### src/rtl/dbg_reason_status.sv
module dbg_reason_status #(
  parameter logic [2:0] REV_ID    = 3'd2,
  parameter logic [2:0] CORE_KIND = 3'd5
) (
  input  logic        clk,
  input  logic        rst_n,
  input  logic        trc_full_ev,
  input  logic        swdbg_ev,
  input  logic [4:0]  ext_ev,
  input  logic        cnt_ev,
  input  logic        dval_ev,
  input  logic        addr_ev,
  input  logic        enter_dbg,
  input  logic        take_exc,
  input  logic        leave_dbg,
  input  logic        dbg_disable,
  output logic [23:0] rd_data
);

  localparam int NFLAG = 10;

  logic [NFLAG-1:0] flags;
  logic [NFLAG-1:0] causes;
  logic             dis_q;
  logic             trig;
  logic             clr;

  assign causes = {trc_full_ev, swdbg_ev, ext_ev, cnt_ev, dval_ev, addr_ev};
  assign trig   = enter_dbg | take_exc;
  assign clr    = leave_dbg | (dis_q & ~dbg_disable);

  always_ff @(posedge clk or negedge rst_n) begin
    if (!rst_n) begin
      flags <= '0;
      dis_q <= 1'b0;
    end else begin
      dis_q <= dbg_disable;
      if (clr)
        flags <= '0;
      else if (trig)
        flags <= flags | causes;
    end
  end

  assign rd_data = {REV_ID, 1'b0, CORE_KIND, flags[NFLAG-1:1], 2'b00, flags[0], 5'b00000};

  assert_set_on_entry_R4: assert property (@(posedge clk) disable iff (!rst_n)
    (trig && !clr) |=> ((flags & $past(causes)) == $past(causes)));

  assert_hold_without_strobe_R5: assert property (@(posedge clk) disable iff (!rst_n)
    (!trig && !clr) |=> $stable(flags));

  assert_sticky_R6: assert property (@(posedge clk) disable iff (!rst_n)
    !clr |=> ((flags & $past(flags)) == $past(flags)));

  assert_exit_clears_R7: assert property (@(posedge clk) disable iff (!rst_n)
    leave_dbg |=> (flags == '0));

  assert_dis_fall_clears_R8: assert property (@(posedge clk) disable iff (!rst_n)
    (dis_q && !dbg_disable) |=> (flags == '0));

  assert_clear_wins_R9: assert property (@(posedge clk) disable iff (!rst_n)
    (clr && trig) |=> (rd_data[16:5] == 12'd0));

endmodule

### config.mk
export PLATFORM = sky130hd
export DESIGN_NAME = dbg_reason_status
export DESIGN_NICKNAME = d
export VERILOG_FILES = /design/src/rtl/dbg_reason_status.sv
export SDC_FILE = /design/constraint.sdc
export NUM_CORES = 1
export LEC_CHECK = 0
export BUFFER_PORTS_ARGS = -buffer_cell sky130_fd_sc_hd__buf_2
export CORE_AREA = 3 3 43 45
export CTS_CLUSTER_DIAMETER = 100
export DETAILED_ROUTE_END_ITERATION = 10
export DIE_AREA = 0 0 46 48
export GPL_TIMING_DRIVEN = 0
export HOLD_SLACK_MARGIN = 0.15
export PLACE_DENSITY = 0.73
export SYNTH_ARGS = -nofsm -noshare
export SYNTH_HDL_FRONTEND = slang
export SYNTH_SLANG_ARGS = --single-unit
### constraint.sdc
create_clock -name clk -period 1.2 [get_ports clk]
set_input_delay 0.3 -clock clk [delete_from_list [all_inputs] [get_ports clk]]
set_output_delay 0.3 -clock clk [all_outputs]
set_load 0.05 [all_outputs]
* Yosys cells after proc, flatten, opt, wreduce, memory -nomap -nowiden
Cells that the tools add are included.
** Word-level totals
- Register bits after elaboration :: 11
- Bits of input ports :: 16
- Output and inout bits :: 24
** Operators by class
- Muxes and demuxes :: 2
- Bitwise operators :: 5
- Reductions and logical operators :: 1
** Operator list (number)
- $mux W10 :: 2
- $or A10 B10 Y10 :: 1
- $or A1 B1 Y1 :: 2
- $reduce_bool A2 Y1 :: 1
- $and A1 B1 Y1 :: 1
- $not A1 Y1 :: 1

* Longest topological paths before layout
- Word-level depth :: 4
- Mapped depth :: 3

* Worst setup path after synthesis
OpenSTA, ideal clock, no wires.
- Path kind :: flip-flop to flip-flop
- Start point :: register flags[0]
- End point :: register flags[0]
- Setup time :: 0.094 ns
- Arrival :: 0.863 ns
- Setup slack :: 0.243 ns
- Cell stages (with the launch flop) :: 3
- Clock period less this slack :: 0.957 ns
- Path through :: dfrtp_1 > inv_1 > a211oi_1
** Between the ends
- Word-level cells in the longest chain between the ends :: 3
** RTL lines
- start, declared :: RTL line 22 : logic [NFLAG-1:0] flags;
- start signal, assigned :: RTL line 41 : flags <= flags | causes;
- $or A10 B10 Y10 :: RTL line 41
- $mux W10 :: RTL line 40 : else if (trig)
- $mux W10 :: RTL line 38 : if (clr)
No other way between the ends. The select of a mux whose other input is x is not followed.
A chain may end at the register's enable or synchronous reset.

* Final worst setup path
- Start point :: register flags[5]
- End point :: output port rd_data[12]
** RTL lines
- end, declared :: RTL line 17 : output logic [23:0] rd_data
No word-level cell between the ends.

==> flow_metrics.tcl <==
set metrics [dict create \
    status "finished, final reports clean" \
    period_share_pct 97.3 \
    cts.sinks 11 \
    grtUsageMet3_pct 3.01 \
    synth_area_um2 571 \
    fp.dieW_um 46 \
    synth_top_area_share_pct 48.2 \
    syn_area_per_cell_um2 9.35 \
    critPathMaxStageDelay_ns 0.34 \
    area_growth_pct 41.0 \
    ys_ff_latch 11 \
    busiest_layer "met2" \
    async_flop_share_pct 100 \
    worst-path-buf-inv 1 \
    grt_pass1_vias 444 \
    synthTopCellsByCount "14 x buf_4, 11 x dfrtp_1, 10 x a211oi_1, 10 x inv_1, 10 x o21ai_0" \
    synth.distinct_cells 9 \
    min_period_ns 1.17 \
    min_path_type "primary input to flip-flop" \
    ys_seq_area_share_pct 48.2 \
    cts_setup_buffers 0 \
    cts_tree "yes" \
    gr-usage-met2_pct 17.6 \
    grt_max_degree 12 \
    coreArea_um2 1510 \
    endpoint_kind "primary output" \
    place.gp.congestion 0.709 \
    clk_pin_slew_ns 0.07 \
    fin_tns_setup_ns 0 \
    cts-buffers-inserted 3 \
    path_max_fanout 2 \
    layout.nets 118 \
    p_per_area_nw_per_um2 1220 \
    ir_drop_mv 0.432 \
    cp.required_ns 0.90 \
    cellLeakagePower_nw 0.435 \
    critPathLaunchType "flip-flop" \
    cts_root_buf "clkbuf_4" \
    hold_viol 0 \
    grtUsageTotal_pct 12.2 \
    final_max_slew_viol_count 0 \
    max_cap_viol_count 0 \
    yosys.area.top_type "dfrtp_1" \
    synth_edf_count 0 \
    drt_iter0_markers 12 \
    hpwlAfterDp_um 989 \
    ctsHtreeMaxLevel 1 \
    gr-usage-met1_pct 15.9 \
    drc 0 \
    grt_pass1_wl_um 1880 \
    grt_overflow 0 \
    n_antenna_cell 0 \
    crit_chain "buf_2" \
    cp_top_family "flip-flops" \
    wirelength_um 1240 \
    clockBufferDepth 2 \
    antenna_found_initial 0 \
    vias 504 \
    vias_per_cell 4.31 \
    crit_slowest_cell "dfrtp_1" \
    pin_count 40 \
    setup_violations 0 \
    dieArea_um2 2210 \
    rows 14 \
    max_freq_ghz 0.856 \
    syn_inst 61 \
    r2r_setup_slack_ns 0.17 \
    synth_flop_cell "dfrtp_1" \
    io_buffers 23 \
    yosysMostFrequentCell "buf_4" \
    yosys_warnings 0 \
    wire_per_inst_um 10.6 \
    firstDrtPassIters 2 \
    clock_skew_ns 0.00167 \
    ant_nets 0 \
    worst_ep_arrival_time_ns 0.87 \
    totalPowerFinal_mw 0.980 \
    start_util_pct 37.9 \
    rsz0062_at_grt "false" \
    clk_latency_ns 0.26 \
    chipHeight_um 48 \
    netlist_top_cells_area "dfrtp_1 48%, buf_4 18%, a211oi_1 13%" \
    crit_type "flip-flop to primary output" \
    layout-drive-gt1-share_pct 41.6 \
]
[final timing paths]
path / start / to / cells after the start
worst max-delay path: flags[5] / rd_data[12] / 1
max in group asynchronous: rst_n / flags[3] / 2
worst min-delay path: dbg_disable / dis_q / 1
worst min register to register: flags[6] / flags[6] / 2
min in group asynchronous: rst_n / dis_q / 2
worst max register to register: dis_q / flags[2] / 3
[area by class of cell]
type	count	area (um2)
plain buffers	17	119
clock buffers	4	26.3
fillers	150	702
inverters	10	37.5
multi-input cells	35	184
flip-flops and latches	11	275
well taps	16	20.0
repair buffers	24	143
[cells in the final DEF (no fill, tap or decap)]
master,instances
o21ai_0,10
dlygate4sd3_1,1
nor2b_1,1
buf_4,14
buf_2,16
inv_1,10
clkbuf_2,2
a211oi_1,10
conb_1,14
clkbuf_1,1
dfrtp_1,11
buf_1,1
clkbuf_4,10
[kinds of logic (layout without fill, tap and decap cells)]
kind of cell,after synthesis,after routing,share of synthesized area [%]
buf+inv,27,55,27.4
flops,11,11,48.2
simple gates,1,1,1.10
compound gates,20,20,21.9
other cells,2,14,1.32
[through the flow]
stage	cell area [um2]	hold slack (ns)	instances	setup WS (ns)	util (%)
6_report	805	0.157	117	0.0319	53.4
5_1_grt	805	0.158	117	0.00102	53.4
4_1_cts	787	0.151	117	0.00745	52.2
3_5_place_dp	751	0.177	112	0.168	49.8
3_3_place_gp	751	0.175	112	0.236	49.8
2_1_floorplan	616	0.00441	73	0.243	-
[per-layer routing]
layer | vias up | wire length [um]
li1 | 250 | -
met5 | - | 0
met4 | 0 | 28
met2 | 30 | 544
met3 | 4 | 164
met1 | 220 | 498
[report_power, final]
| group | total, mW | internal (mW) | switching (mW) |
|---|---|---|---|
| combinational | 0.330 | 0.0916 | 0.238 |
| clock | 0.244 | 0.129 | 0.116 |
| sequential | 0.406 | 0.395 | 0.0114 |
| total | 0.980 | 0.615 | 0.366 |
[flip-flops by register name, indices dropped and copies added, names as in the netlist]
register	cells
flags	10
dis_q	1
[repair_timing]
item / 4_1_cts / 5_1_grt
hold endpoints to repair: 11 / 0
hold buffers: 1 / 0
endpoints found under the setup margin: 0 / 7
resized for setup: 0 / 7
Note: power is estimated with default switching activity, not from simulation.
